## config.mk

```make
export PLATFORM = sky130hd
export DESIGN_NAME = mbus_region_if
export DESIGN_NICKNAME = d
export VERILOG_FILES = /design/src/rtl/mbus_pkg.sv /design/src/rtl/mbus_decode.sv /design/src/rtl/mbus_lane.sv /design/src/rtl/mbus_ctrl.sv /design/src/rtl/mbus_region_if.sv
export SDC_FILE = /design/constraint.sdc
export NUM_CORES = 1
export LEC_CHECK = 0
export BUFFER_PORTS_ARGS = -buffer_cell sky130_fd_sc_hd__buf_2
export CAP_MARGIN = 0
export CORE_MARGIN = 5
export CORE_UTILIZATION = 44
export DETAILED_ROUTE_END_ITERATION = 16
export PLACE_DENSITY_LB_ADDON = 0.2
export SYNTH_ARGS = -nofsm -noshare
export SYNTH_HDL_FRONTEND = slang
export SYNTH_SLANG_ARGS = --single-unit
```

## constraint.sdc

```tcl
create_clock -name clk_i -period 2.4 [get_ports clk_i]
set_input_delay 0.24 -clock clk_i [delete_from_list [all_inputs] [get_ports clk_i]]
set_output_delay 0.24 -clock clk_i [all_outputs]
set_load 0.01 [all_outputs]
```

## src/rtl/mbus_pkg.sv

```systemverilog
package mbus_pkg;
  localparam int unsigned ADDR_W = 16;
  localparam int unsigned DATA_W = 16;
  localparam int unsigned BYTE_W = DATA_W / 2;

  typedef enum logic [2:0] {
    RG_NONE  = 3'd0,
    RG_SFR   = 3'd1,
    RG_P8    = 3'd2,
    RG_P16   = 3'd3,
    RG_RAM   = 3'd4,
    RG_FLASH = 3'd5
  } region_e;

  localparam int unsigned N_RG = 6;

  localparam logic [ADDR_W-1:0] SFR_LAST = 16'h000F;
  localparam logic [ADDR_W-1:0] P8_LAST  = 16'h00FF;
  localparam logic [ADDR_W-1:0] P16_LAST = 16'h01FF;
  localparam logic [ADDR_W-1:0] RAM_BASE = 16'h0200;
  localparam logic [ADDR_W-1:0] VEC_BASE = 16'hFFE0;

  typedef struct packed {
    logic              we;
    logic              word;
    logic [ADDR_W-1:0] addr;
    logic [DATA_W-1:0] wdata;
  } acc_t;
endpackage

```

## src/rtl/mbus_decode.sv

```systemverilog
module mbus_decode
  import mbus_pkg::*;
#(
  parameter int unsigned       RAM_BYTES  = 2048,
  parameter logic [ADDR_W-1:0] FLASH_BASE = 16'hC000
) (
  input  logic [ADDR_W-1:0] addr_i,
  input  logic              word_i,
  output region_e           region_o,
  output logic              vec_o,
  output logic              misalign_o
);
  localparam int unsigned RAM_LIMIT = 32'(RAM_BASE) + RAM_BYTES;

  logic [31:0] addr_w;
  assign addr_w = 32'(addr_i);

  // first match wins, so RAM takes priority if it were sized into flash
  always_comb begin
    if (addr_i <= SFR_LAST)           region_o = RG_SFR;
    else if (addr_i <= P8_LAST)       region_o = RG_P8;
    else if (addr_i <= P16_LAST)      region_o = RG_P16;
    else if (addr_w < RAM_LIMIT)      region_o = RG_RAM;
    else if (addr_i >= FLASH_BASE)    region_o = RG_FLASH;
    else                              region_o = RG_NONE;
  end

  assign vec_o      = (region_o == RG_FLASH) && (addr_i >= VEC_BASE);
  assign misalign_o = word_i && addr_i[0];
endmodule

```

## src/rtl/mbus_lane.sv

```systemverilog
module mbus_lane
  import mbus_pkg::*;
(
  input  region_e           region_i,
  input  logic              word_i,
  input  logic              addr0_i,
  input  logic [DATA_W-1:0] wdata_i,
  input  logic [DATA_W-1:0] din_i,
  output logic [DATA_W-1:0] dout_o,
  output logic [DATA_W-1:0] rdata_o,
  output logic              width_err_o
);
  logic narrow;
  assign narrow      = (region_i == RG_P8);
  assign width_err_o = narrow && word_i;

  always_comb begin
    if (word_i && !narrow) begin
      dout_o  = wdata_i;
      rdata_o = din_i;
    end else if (word_i) begin
      // 8-bit window: low byte only
      dout_o  = {{BYTE_W{1'b0}}, wdata_i[BYTE_W-1:0]};
      rdata_o = {{BYTE_W{1'b0}}, din_i[BYTE_W-1:0]};
    end else begin
      dout_o  = {wdata_i[BYTE_W-1:0], wdata_i[BYTE_W-1:0]};
      rdata_o = (addr0_i && !narrow) ? {{BYTE_W{1'b0}}, din_i[DATA_W-1:BYTE_W]}
                                     : {{BYTE_W{1'b0}}, din_i[BYTE_W-1:0]};
    end
  end
endmodule

```

## src/rtl/mbus_ctrl.sv

```systemverilog
module mbus_ctrl
  import mbus_pkg::*;
(
  input  logic              clk_i,
  input  logic              rst_ni,
  input  logic              req_i,
  input  logic              we_i,
  input  logic              word_i,
  input  logic [ADDR_W-1:0] addr_i,
  input  logic [DATA_W-1:0] wdata_i,
  input  logic              done_i,
  output logic              busy_o,
  output acc_t              acc_o
);
  typedef enum logic {ST_IDLE, ST_BUSY} st_e;
  st_e st_q;

  always_ff @(posedge clk_i or negedge rst_ni) begin
    if (!rst_ni) begin
      st_q  <= ST_IDLE;
      acc_o <= '0;
    end else begin
      case (st_q)
        ST_IDLE: if (req_i) begin
          acc_o <= '{we: we_i, word: word_i, addr: addr_i, wdata: wdata_i};
          st_q  <= ST_BUSY;
        end
        ST_BUSY: if (done_i) st_q <= ST_IDLE;
        default: st_q <= ST_IDLE;
      endcase
    end
  end

  assign busy_o = (st_q == ST_BUSY);
endmodule

```

## src/rtl/mbus_region_if.sv

```systemverilog
module mbus_region_if
  import mbus_pkg::*;
#(
  parameter int unsigned       RAM_BYTES  = 2048,
  parameter logic [ADDR_W-1:0] FLASH_BASE = 16'hC000
) (
  input  logic              clk_i,
  input  logic              rst_ni,
  input  logic              req_i,
  input  logic              we_i,
  input  logic              word_i,
  input  logic [ADDR_W-1:0] addr_i,
  input  logic [DATA_W-1:0] wdata_i,
  output logic              ready_o,
  output logic              err_o,
  output logic [DATA_W-1:0] rdata_o,
  output logic [ADDR_W-1:0] bus_addr_o,
  output logic [DATA_W-1:0] bus_dout_o,
  output logic              bus_doe_o,
  input  logic [DATA_W-1:0] bus_din_i,
  input  logic              bus_ready_i,
  output logic              sel_sfr_o,
  output logic              sel_p8_o,
  output logic              sel_p16_o,
  output logic              sel_ram_o,
  output logic              sel_flash_o,
  output logic              vec_o,
  output logic              msel_o,
  output logic              mwe_o,
  output logic              width_err_o
);
  logic              busy, done, bad, live;
  acc_t              acc;
  region_e           region;
  logic              dec_vec, misalign, lane_werr;
  logic [DATA_W-1:0] lane_rdata;
  logic [N_RG-1:1]   sel_vec;

  mbus_ctrl u_ctrl (
    .clk_i   (clk_i),
    .rst_ni  (rst_ni),
    .req_i   (req_i),
    .we_i    (we_i),
    .word_i  (word_i),
    .addr_i  (addr_i),
    .wdata_i (wdata_i),
    .done_i  (done),
    .busy_o  (busy),
    .acc_o   (acc)
  );

  mbus_decode #(.RAM_BYTES(RAM_BYTES), .FLASH_BASE(FLASH_BASE)) u_dec (
    .addr_i     (acc.addr),
    .word_i     (acc.word),
    .region_o   (region),
    .vec_o      (dec_vec),
    .misalign_o (misalign)
  );

  mbus_lane u_lane (
    .region_i    (region),
    .word_i      (acc.word),
    .addr0_i     (acc.addr[0]),
    .wdata_i     (acc.wdata),
    .din_i       (bus_din_i),
    .dout_o      (bus_dout_o),
    .rdata_o     (lane_rdata),
    .width_err_o (lane_werr)
  );

  assign bad  = (region == RG_NONE) || misalign;
  assign live = busy && !bad;
  assign done = busy && (bad || bus_ready_i);

  for (genvar g = 1; g < N_RG; g++) begin : g_sel
    assign sel_vec[g] = live && (region == region_e'(g));
  end

  assign sel_sfr_o   = sel_vec[RG_SFR];
  assign sel_p8_o    = sel_vec[RG_P8];
  assign sel_p16_o   = sel_vec[RG_P16];
  assign sel_ram_o   = sel_vec[RG_RAM];
  assign sel_flash_o = sel_vec[RG_FLASH];

  assign ready_o     = done;
  assign err_o       = busy && bad;
  assign rdata_o     = (live && bus_ready_i) ? lane_rdata : '0;
  assign bus_addr_o  = acc.addr;
  assign mwe_o       = live && acc.we;
  assign bus_doe_o   = mwe_o;
  assign msel_o      = sel_ram_o || sel_flash_o;
  assign vec_o       = live && dec_vec;
  assign width_err_o = live && lane_werr;
endmodule

```

**After elaboration in Yosys (flattened, before gate mapping)**

Index checks and enable logic that the tools add are counted.

- Magnitude comparators: 6
- Eq/ne operators: 5
- Mux-type cells: 14
- Bitwise gates (word level): 1
- Reduce and logical (&&, ||, !) cells: 24

Operator list:

| cell | number |
|---|---|
| $mux 16 | 5 |
| $ge 16x16->1 const B | 2 |
| $logic_and 1x1->1 | 17 |
| $le 16x4->1 const B | 1 |
| $le 16x8->1 const B | 1 |
| $le 16x9->1 const B | 1 |
| $lt 16x12->1 const B | 1 |
| $mux 3 | 5 |
| $mux 8 | 1 |
| $eq 3x2->1 const B | 2 |
| $eq 3x3->1 const B | 2 |
| $eq 3x1->1 const B | 1 |
| $logic_not 3->1 | 1 |
| $logic_or 1x1->1 | 3 |
| $logic_not 1->1 | 2 |
| $mux 1 | 2 |
| $pmux 1 s2 | 1 |
| $reduce_and 2->1 | 1 |
| $not 1->1 | 1 |

- Flip-flop bits (word level): 35
- Input port bits: 54
- Output and inout bits: 60

**Depth between registers and ports, before layout**

Gate-level depths: netlist (run 1).

- Depth in word-level cells: 13
- Gate-level depth with buffers: 6
- Gate-level depth less buffers: 4

**Cells and area by module**

From an unflattened synthesis (run 1), not the netlist that was laid out.

- Cell total of the unflattened synthesis: 202
- Area, all modules: 2282.2 um^2

Modules (own cells, without submodules):

| module | instances | cells each | area each (um^2) | seq. area each (um^2) |
|---|---|---|---|---|
| mbus_ctrl | 1 | 76 | 1460.2 | 875.8 |
| mbus_lane | 1 | 57 | 380.4 | 0.0 |
| mbus_region_if | 1 | 53 | 342.8 | 0.0 |
| mbus_decode | 1 | 16 | 98.8 | 0.0 |

**Worst setup path before layout (run 1)**

Ideal clock, no wire load.

- Path type: register to output
- From: register u_ctrl.acc_o[31] (netlist name)
- To: output rdata_o[13]
- Arrival: 2.023 ns
- Required time: 2.160 ns
- Slack: 0.137 ns
- Cell stages (with the launch flop): 6
- Buffers on the path: 1
- Cells stage by stage: dfrtp_1 -> or4_4 -> o21ai_0 -> nand3_1 -> buf_2 -> nor3_1

- Longest elaborated chain between the ends: 12

Ends and longest elaborated chain:

| item | line | text |
|---|---|---|
| from (decl) | mbus_ctrl.sv:13 | `output acc_t acc_o` |
| from (signal assigned) | mbus_ctrl.sv:25 | `acc_o <= '{we: we_i, word: word_i, addr: addr_i, wdata: wdata_i};` |
| $ge 16x16->1 | mbus_decode.sv:24 | `else if (addr_i >= FLASH_BASE) region_o = RG_FLASH;` |
| $mux 3 | mbus_decode.sv:24 |  |
| $mux 3 | mbus_decode.sv:23 | `else if (addr_w < RAM_LIMIT) region_o = RG_RAM;` |
| $mux 3 | mbus_decode.sv:22 | `else if (addr_i <= P16_LAST) region_o = RG_P16;` |
| $mux 3 | mbus_decode.sv:21 | `else if (addr_i <= P8_LAST) region_o = RG_P8;` |
| $mux 3 (*) | mbus_decode.sv:20 | `if (addr_i <= SFR_LAST) region_o = RG_SFR;` |
| $logic_not 3->1 | mbus_region_if.sv:71 | `assign bad = (region == RG_NONE) \|\| misalign;` |
| $logic_or 1x1->1 | mbus_region_if.sv:71 |  |
| $logic_not 1->1 | mbus_region_if.sv:72 | `assign live = busy && !bad;` |
| $logic_and 1x1->1 | mbus_region_if.sv:72 |  |
| $logic_and 1x1->1 | mbus_region_if.sv:87 | `assign rdata_o = (live && bus_ready_i) ? lane_rdata : '0;` |
| $mux 16 (*) | mbus_region_if.sv:87 |  |
| to (decl) | mbus_region_if.sv:16 | `output logic [DATA_W-1:0] rdata_o,` |

Every way passes the cells marked *; elsewhere a longest branch is shown, timed or not.

**Worst setup path in the final report (run 1)**

- From: register u_ctrl.acc_o[31] (netlist name)
- To: output width_err_o

- Longest elaborated chain between the ends: 11

Ends and longest elaborated chain:

| item | line | text |
|---|---|---|
| $ge 16x16->1 | mbus_decode.sv:24 |  |
| $mux 3 | mbus_decode.sv:24 |  |
| $mux 3 | mbus_decode.sv:23 |  |
| $mux 3 | mbus_decode.sv:22 |  |
| $mux 3 | mbus_decode.sv:21 |  |
| $mux 3 (*) | mbus_decode.sv:20 |  |
| $logic_not 3->1 | mbus_region_if.sv:71 |  |
| $logic_or 1x1->1 | mbus_region_if.sv:71 |  |
| $logic_not 1->1 | mbus_region_if.sv:72 |  |
| $logic_and 1x1->1 | mbus_region_if.sv:72 |  |
| $logic_and 1x1->1 (*) | mbus_region_if.sv:93 | `assign width_err_o = live && lane_werr;` |
| to (decl) | mbus_region_if.sv:30 | `output logic width_err_o` |

Marked as above.

==> results.ini, run 1 <==
[cells_and_area]
fill_cells=390
area.sequential_um2=876
stdcell_area_mm2=0.00266
syn2layout_area_growth_pct=33.9
mostFrequentLayoutCells=sky130_fd_sc_hd__buf_2, sky130_fd_sc_hd__dfrtp_1, sky130_fd_sc_hd__nand2_1
insertedDiodeCount=0
multi_input_area_um2=875
net_count_reported_at_finish=354
fin_util=0.610
drive_above_1_share=0.561
layout_commonest_cell=sky130_fd_sc_hd__buf_2

[worst_setup_path]
critPathArrivalTime_ns=2.14
critical_path.endpoint=width_err_o
worstSetupStartpoint=u_ctrl.acc_o[31]$_DFFE_PN0P_
crit_path_end_kind=output port
timing.critical_path.required_ns=2.16
reg2regPathDepth=5
r2r_setup_slack_ns=0.76
timing.rr.start=u_ctrl.acc_o[31]$_DFFE_PN0P_
crit_chain=or4_4 > or2_4 > nor3_4 > buf_6 > buf_12 > and3_1 > buf_2
timing.setup.critical_path_class=reg -> out
timing.rr.end=u_ctrl.busy_o$_DFF_PN0_
crit_path_max_fanout=9
cp-start-kind=flip-flop
timing.critical_path.slowest_cell_delay_ns=0.57
cell_with_the_largest_stage_delay_on_the_worst_path=sky130_fd_sc_hd__or4_4

[floorplan]
die_h_um=77.2
initial_utilization=0.456
pin_count=114
core.rowCount=24
core-area_mm2=0.00435
chipWidth_um=77.2
dieArea_mm2=0.00595

[run_status]
result_of_the_run=completed

[drt]
wl_per_cell_um=14.4
initial_drc_count=84
remaining_drc_errors=0
total_number_of_vias=1744
vias_per_cell=4.94
wl_um=5080
ant_nets=0
firstDrtPassIters=4

[sta]
fin_worst_hold_slack_ns=0.0382
hold_viol_final=0
finalCriticalPeriod_ns=2.38
setup-tns-final_ns=0
timing.clock.skew_ns=0.00269
fmax_ghz=0.420
rsz0062_at_grt=yes
slew-limit-headroom=0.477
report.final.slew_viol_count=0
setup_violations=0
period_share=0.991
transition_time_of_the_tightest_slew_check_pin_ns=0.784

[grt]
gr-usage-all-layers=0.168
gr-total-overflow=0
vias_in_the_first_global_route=1684
antenna_violations_before_repair=0
first_pass_grt_wire_length_um=8220
grt_start_max_net_pins=36

[run]
number_of_maximum_capacitance_violations=0

[clock_tree]
cts_inserted_buffers=5
cts_sinks=35
clk-insertion-delay-late_ns=0.28
post_cts_hold_buffer_count=0
cts.path.max_buffers=2
tritoncts=done
worst_setup_hold_path_clk_slew_ns=0.07
ctsHtreeMaxLevel=2
cell_chosen_for_the_clock_root=sky130_fd_sc_hd__clkbuf_8

[hold_path]
worstHoldPathType=in -> async

[logic_synthesis]
synth-compound-area-share=0.0731
synth-main-ff-cell=sky130_fd_sc_hd__dfrtp_1
synth.net_count=255
synth_mux_area_frac=0.188
synth.avg_cell_area_um2=9.87
asyncSetResetFlopFracSynth=1.00
ys_warnings=0
post_synth_num_cell_types=28
xor_xnor_fraction_of_synth_area=0
synth_enable_flop_cells=0
synthesis.area_mm2=0.00198
synth_adder_area_share=0
post_synth_inst_count=201
synth_simple_gate_area_share=0.163
sequential_element_share_of_the_synthesized_area=0.441
synth_top_family_by_area=multiplexers
ys_ff_latch=35

[power_and_ir_drop]
total_leakage_power_nw=1.41
cellPowerDensity_mw_per_mm2=706
max-vdd-ir-drop_mv=0.441

[placed_design]
placed_area_mm2=0.00248
numPortBuffers=113
gp_routability_congestion=0.764
hpwl_um=3920

## synthesized netlist by cell type (all sizes together), types with 2 or more instances
library cell / number / area share
nor3: 10 / 0.028
nand2: 29 / 0.055
nor2: 9 / 0.017
o21a: 2 / 0.0076
inv: 9 / 0.017
o21ai: 9 / 0.023
nand4: 2 / 0.0063
clkbuf: 8 / 0.015
buf: 27 / 0.10
dfrtp: 35 / 0.44
mux2: 26 / 0.15
nor2b: 2 / 0.0063
and3: 4 / 0.013
mux2i: 8 / 0.040
o22ai: 8 / 0.025
nor4: 2 / 0.0063
and2: 5 / 0.016
## final cells by class
| class | count | share of cell area |
|---|---|---|
| clock inverters | 1 | 0.00188 |
| well taps | 52 | 0.0245 |
| inverters | 9 | 0.0127 |
| flip-flops and latches | 35 | 0.330 |
| repair buffers | 127 | 0.274 |
| clock buffers | 7 | 0.0287 |
| multi-input cells | 122 | 0.329 |
## power by group
group / internal (mW) / total (mW) / switching, mW
registers: 0.707 / 0.795 / 0.0884
clock network: 0.203 / 0.401 / 0.198
logic: 0.334 / 0.679 / 0.345
total: 1.24 / 1.88 / 0.631
## per-stage QoR
step           total power [mW]  cells  setup slack, ns
6_report                   1.88    353           0.0217
5_1_grt                    2.01    353          -0.0572
4_1_cts                    1.89    352          -0.0116
3_5_place_dp               1.47    340            0.160
3_3_place_gp               1.46    340            0.196
2_1_floorplan              1.28    201            0.137
## how the worst min path moves through the flow
| stage | startpoint | to | slack (ns) | depth (start not counted) |
|---|---|---|---|---|
| floorplan | rst_ni | u_ctrl.acc_o[0]$_DFFE_PN0P_ | -0.06 | 0 |
| global placement | rst_ni | u_ctrl.acc_o[20]$_DFFE_PN0P_ | 0.36 | 1 |
| detailed placement | rst_ni | u_ctrl.acc_o[19]$_DFFE_PN0P_ | 0.37 | 1 |
| CTS | rst_ni | u_ctrl.acc_o[30]$_DFFE_PN0P_ | 0.06 | 1 |
| global route | rst_ni | u_ctrl.acc_o[19]$_DFFE_PN0P_ | 0.1 | 1 |
| finish | rst_ni | u_ctrl.acc_o[19]$_DFFE_PN0P_ | 0.04 | 1 |
## timing repair
action                                  CTS  global route
cloned                                    1             0
pin swaps                                 4             1
endpoints found under the setup margin   26            21
resized for setup                         5             6
buffers inserted                          3             1
## logic make-up (layout without fill, tap and decap cells)
kind of cell,Yosys count,after routing
and+or+nand+nor,67,67
AOI/OAI and AO/OA,21,21
muxes,34,34
DFF,35,35
buffers and inverters,44,144
## state kept, by name (all words and copies together), names as in the netlist
register,cells
u_ctrl.busy_o,1
u_ctrl.acc_o,34
## worst max-delay path: cells and delay by family (launching register included)
kind,cells,cell delay (ns)
buf+inv,3,0.36
flops,1,0.38
simple gates,4,1.12
## per-layer routing
metal / GRT usage / wire length (um) / vias up
li1: - / - / 857
met1: 0.205 / 2060 / 805
met2: 0.279 / 2450 / 76
met3: 0.0621 / 532 / 6
met4: 0.0412 / 38 / 0
met5: 0 / 0 / -
(Power assumes the default switching activity.)
==> inputs of run 2 (changes only) <==
CORE_MARGIN = 2   (was 5)
==> run 2 against run 1 <==
Via count rose by 1.0%; flip-flop and latch count did not move; maximum frequency rose by 0.18%; highest routed layer unchanged; sequential power barely moved; clock power fell by 5%.
==> results.ini, run 2 (same netlist as run 1, synthesis figures left out) <==
[cells_and_area]
fill_cells=411
syn2layout_area_growth_pct=31.1
net_count_reported_at_finish=353
stdcell_area_mm2=0.00260
mostFrequentLayoutCells=sky130_fd_sc_hd__buf_2, sky130_fd_sc_hd__dfrtp_1, sky130_fd_sc_hd__nand2_1
stdcell_count=350
largest_register_ff_count=34
multi_input_area_um2=875
largest-register=u_ctrl.acc_o
insertedDiodeCount=0
fin_util=0.598
area.sequential_um2=876
layout_commonest_cell=sky130_fd_sc_hd__buf_2
drive_above_1_share=0.560

[clock_tree]
post_cts_hold_buffer_count=0
cts_inserted_buffers=5
worst_setup_hold_path_clk_slew_ns=0.06
cts_sinks=35
tritoncts=done
cts.path.max_buffers=2
cell_chosen_for_the_clock_root=sky130_fd_sc_hd__clkbuf_8
ctsHtreeMaxLevel=2
clk-insertion-delay-late_ns=0.28

[sta]
report.final.slew_viol_count=0
setup_violations=0
fmax_ghz=0.421
fin_worst_hold_slack_ns=0.0339
rsz0062_at_grt=yes
period_share=0.989
finalCriticalPeriod_ns=2.37
transition_time_of_the_tightest_slew_check_pin_ns=0.782
slew-limit-headroom=0.478
timing.clock.skew_ns=0.00229
final_setup_margin_ns=0.0261
hold_viol_final=0

[grt]
gr-usage-met2=0.355
grt_start_max_net_pins=36
top_usage_layer_grt=met2
gr-total-overflow=0
vias_in_the_first_global_route=1794
first_pass_grt_wire_length_um=8100
grt_util_met3=0.0570
gr-usage-all-layers=0.202
grt.met1_usage=0.236
antenna_violations_before_repair=0

[drt]
firstDrtPassIters=4
vias_per_cell=5.03
total_number_of_vias=1762
ant_nets=0
remaining_drc_errors=0
wl_per_cell_um=13.9
wl_um=4880
initial_drc_count=35

[worst_setup_path]
cell_with_the_largest_stage_delay_on_the_worst_path=sky130_fd_sc_hd__or4_4
critPathArrivalTime_ns=2.13
crit_path_end_kind=output port
crit_path_max_fanout=9
cp-start-kind=flip-flop
crit_chain=or4_4 > or2_4 > nor3_4 > buf_6 > and3_1 > buf_2
timing.critical_path.slowest_cell_delay_ns=0.57
timing.setup.critical_path_class=reg -> out
timing.critical_path.required_ns=2.16

[power_and_ir_drop]
total_leakage_power_nw=1.39
netSwitchingPower_mw=0.618
pwr-share-comb=0.366
p_int_mw=1.24
power_frac_clock=0.206
power.share.sequential=0.428
cellPowerDensity_mw_per_mm2=713
power.share.switching=0.334
max-vdd-ir-drop_mv=0.434

[floorplan]
dieArea_mm2=0.00506
core.rowCount=24
core-area_mm2=0.00435
pin_count=114
chipWidth_um=71.2
initial_utilization=0.456
die_h_um=71.2

[placed_design]
gp_routability_congestion=0.750
post-place-ws_ns=0.198
numPortBuffers=113
dp.cells=340
placed_area_mm2=0.00247
hpwl_um=3690

[run_status]
result_of_the_run=completed

[hold_path]
worstHoldPathType=in -> async

[run]
number_of_maximum_capacitance_violations=0

-- run 2: worst paths after layout --
kind,cells after the start,start,endpoint,slack [ns]
setup reg to reg,5,u_ctrl.acc_o[31]$_DFFE_PN0P_,u_ctrl.busy_o$_DFF_PN0_,0.80
setup / recovery,6,u_ctrl.acc_o[31]$_DFFE_PN0P_,width_err_o,0.03
min in group clk_i,3,wdata_i[0],u_ctrl.acc_o[0]$_DFFE_PN0P_,0.16
hold reg to reg,1,u_ctrl.acc_o[33]$_DFFE_PN0P_,u_ctrl.acc_o[33]$_DFFE_PN0P_,0.51
max in group asynchronous,1,rst_ni,u_ctrl.acc_o[22]$_DFFE_PN0P_,1.87
hold / removal,1,rst_ni,u_ctrl.acc_o[4]$_DFFE_PN0P_,0.03
-- run 2: final cells by class --
class | count | area share
well taps | 52 | 0.0250
flip-flops and latches | 35 | 0.337
multi-input cells | 122 | 0.336
inverters | 9 | 0.0130
repair buffers | 126 | 0.262
clock buffers | 6 | 0.0279
-- run 2: worst max-delay path, delay by kind of cell (launching register included) --
kind                   cells  cell delay [ns]
flip-flops                 1             0.37
AND/OR/NAND/NOR            4             1.19
buffers and inverters      2             0.29
-- run 2: what timing repair did --
action / in CTS / in global routing
setup buffers: 1 / 1
endpoints found under the setup margin: 26 / 19
resized for setup: 8 / 3
pin swaps: 2 / 0
gates cloned: 2 / 0
-- run 2: power by group through the flow --
stage | clock (mW) | combinational, mW | sequential (mW)
4_1_cts | 0.395 | 0.682 | 0.794
2_1_floorplan | 0 | 0.497 | 0.782
3_5_place_dp | 0 | 0.664 | 0.805
6_report | 0.382 | 0.679 | 0.793
3_3_place_gp | 0 | 0.655 | 0.799
5_1_grt | 0.418 | 0.753 | 0.810
-- run 2: per-layer routing --
metal,wire length (um),share of wire
met5,0,0
met3,397,0.081
met1,1950,0.40
met4,62,0.013
met2,2470,0.51
-- run 2: metrics by stage --
step / total power [mW] / setup TNS [ns]
5_1_grt: 1.98 / -0.286
2_1_floorplan: 1.28 / 0
3_5_place_dp: 1.47 / 0
6_report: 1.85 / 0
3_3_place_gp: 1.45 / 0
4_1_cts: 1.87 / 0
==> inputs of run 3 (changes only) <==
ABC_AREA = 1   (was unset)
CORE_UTILIZATION = 45   (was 44)
==> run 3 against run 2 <==
Worst hold slack lost 0.0051 ns; first-iteration DRC count grew 83%; clock power grew 24%; area after synthesis grew 6.1%; sequential power is essentially flat; clock skew grew 0.0025 ns; combinational power shrank 6.6%; die area grew 3.5%; final cell count grew 8.0%; register-to-register slack gained 0.10 ns; maximum frequency grew 17%; largest cell class is now multi-input gates; highest routed layer unchanged.
==> results.ini, run 3 <==
[run_status]
result_of_the_run=completed

[grt]
vias_in_the_first_global_route=1812
grt_start_max_net_pins=47
antenna_violations_before_repair=0
gr-usage-all-layers=0.192
first_pass_grt_wire_length_um=7870
gr-total-overflow=0

[sta]
slew-limit-headroom=0.475
setup_violations=0
report.final.slew_viol_count=0
hold_viol_final=0
period_share=0.848
setup-tns-final_ns=0
rsz0062_at_grt=no
transition_time_of_the_tightest_slew_check_pin_ns=0.787
timing.clock.skew_ns=0.00484
finalCriticalPeriod_ns=2.04
fmax_ghz=0.491
fin_worst_hold_slack_ns=0.0288

[cells_and_area]
syn2layout_area_growth_pct=22.4
net_count_reported_at_finish=379
mostFrequentLayoutCells=sky130_fd_sc_hd__buf_2, sky130_fd_sc_hd__dfrtp_1, sky130_fd_sc_hd__nand2_1
largest_register_ff_count=34
insertedDiodeCount=0
layout_commonest_cell=sky130_fd_sc_hd__buf_2
largest-register=u_ctrl.acc_o
stdcell_area_mm2=0.00257
drive_above_1_share=0.488

[power_and_ir_drop]
max-vdd-ir-drop_mv=0.445
total_leakage_power_nw=1.40
power_frac_clock=0.248
power.share.sequential=0.417
cellPowerDensity_mw_per_mm2=737
pwr-share-comb=0.334
p_int_mw=1.25
post-layout-total-power_mw=1.90
power.share.switching=0.343
netSwitchingPower_mw=0.651

[worst_setup_path]
critPathArrivalTime_ns=1.80
crit_family=simple AND/OR/NAND/NOR gates
cp-start-kind=flip-flop
crit_chain=nor2_2 > nand3_1 > nor2_2 > nand2_4 > nand2_4 > nand2_1 > a21oi_1 > buf_2
timing.rr.start=u_ctrl.busy_o$_DFF_PN0_
crit_path_max_fanout=25
crit_path_end_kind=output port
cell_with_the_largest_stage_delay_on_the_worst_path=sky130_fd_sc_hd__dfrtp_1
timing.setup.critical_path_class=reg -> out
worst-path-buf-inv=1
timing.critical_path.required_ns=2.16
timing.critical_path.slowest_cell_delay_ns=0.44
worstSetupStartpoint=u_ctrl.acc_o[26]$_DFFE_PN0P_

[floorplan]
core.rowCount=24
initial_utilization=0.474
core-area_mm2=0.00444
dieArea_mm2=0.00524
pin_count=114
die_h_um=72.4
chipWidth_um=72.4

[logic_synthesis]
netlist.area_leader.share=0.416
asyncSetResetFlopFracSynth=1.00
ys_ff_latch=35
synthesis.area_mm2=0.00210
synth.net_count=292
synth-main-ff-cell=sky130_fd_sc_hd__dfrtp_1
yosysTopAreaCell=sky130_fd_sc_hd__dfrtp_1
synth.cells.most_frequent=sky130_fd_sc_hd__dfrtp_1, sky130_fd_sc_hd__nand2_1, sky130_fd_sc_hd__nor2_1
sequential_element_share_of_the_synthesized_area=0.416
synth_area_leaders=sky130_fd_sc_hd__dfrtp_1, sky130_fd_sc_hd__mux2_2, sky130_fd_sc_hd__buf_4
post_synth_num_cell_types=26
synth.avg_cell_area_um2=8.84
synth_enable_flop_cells=0
post_synth_inst_count=238
ys_warnings=0
synth.most_common_cell=sky130_fd_sc_hd__dfrtp_1

[drt]
wl_per_cell_um=12.4
vias_per_cell=4.87
firstDrtPassIters=4
ant_nets=0
initial_drc_count=64
wl_um=4710
remaining_drc_errors=0
total_number_of_vias=1840

[clock_tree]
cts_inserted_buffers=5
cts.path.max_buffers=2
cts-resized-gates=0
cts_sinks=35
tritoncts=done
worst_setup_hold_path_clk_slew_ns=0.07
postCtsSetupBuffers=0
ctsHtreeMaxLevel=2
clk-insertion-delay-late_ns=0.29
post_cts_hold_buffer_count=0
cell_chosen_for_the_clock_root=sky130_fd_sc_hd__clkbuf_8

[placed_design]
numPortBuffers=113
hpwl_um=3570
gp_routability_congestion=0.846
placed_area_mm2=0.00247

[hold_path]
worstHoldPathType=in -> async

[run]
number_of_maximum_capacitance_violations=0

[run 3: metal layers]
metal	vias to the layer above	routed length, um	GRT usage
li1	931	-	-
met1	840	2010	0.228
met2	61	2240	0.328
met3	8	378	0.0653
met4	0	78	0.0617
met5	-	0	0
[run 3: through the flow]
stage               worst slack (ns)  std cells   util
finish                         0.364        378  0.579
global route                   0.152        378  0.579
CTS                            0.347        378  0.579
detailed placement             0.667        370  0.556
global placement               0.739        370  0.556
floorplan                      0.775        238      -
[run 3: cells by family (layout without fill, tap and decap cells)]
logic type             count (synthesis)  in the layout  share of synthesized area
multiplexers                          23             23                      0.123
AND/OR/NAND/NOR                      108            108                      0.244
AO/OA/AOI/OAI                         22             22                     0.0589
buffers and inverters                 50            138                      0.158
flip-flops                            35             35                      0.416
[run 3: layout make-up]
| cell class | count | area [um^2] |
|---|---|---|
| fillers | 437 | 1870 |
| repair buffers | 114 | 573 |
| flip-flops and latches | 35 | 876 |
| clock buffers | 7 | 96.3 |
| multi-input cells | 153 | 897 |
| inverters | 16 | 60.1 |
| well taps | 52 | 65.1 |
| clock inverters | 1 | 7.51 |
[run 3: power by group through the flow]
stage | Clock, mW | Sequential (mW) | Combinational, mW
6_report | 0.472 | 0.793 | 0.634
5_1_grt | 0.516 | 0.810 | 0.717
4_1_cts | 0.487 | 0.794 | 0.647
3_5_place_dp | 0 | 0.805 | 0.645
3_3_place_gp | 0 | 0.799 | 0.639
2_1_floorplan | 0 | 0.785 | 0.525
[run 3: final timing paths]
path | endpoint | slack, ns | depth (start not counted)
max in group asynchronous | u_ctrl.acc_o[16]$_DFFE_PN0P_ | 1.86 | 1
min | u_ctrl.acc_o[29]$_DFFE_PN0P_ | 0.03 | 1
max | rdata_o[5] | 0.36 | 8
max reg2reg | u_ctrl.acc_o[10]$_DFFE_PN0P_ | 0.90 | 3
min reg2reg | u_ctrl.acc_o[17]$_DFFE_PN0P_ | 0.50 | 1
min in group clk_i | u_ctrl.acc_o[5]$_DFFE_PN0P_ | 0.16 | 2
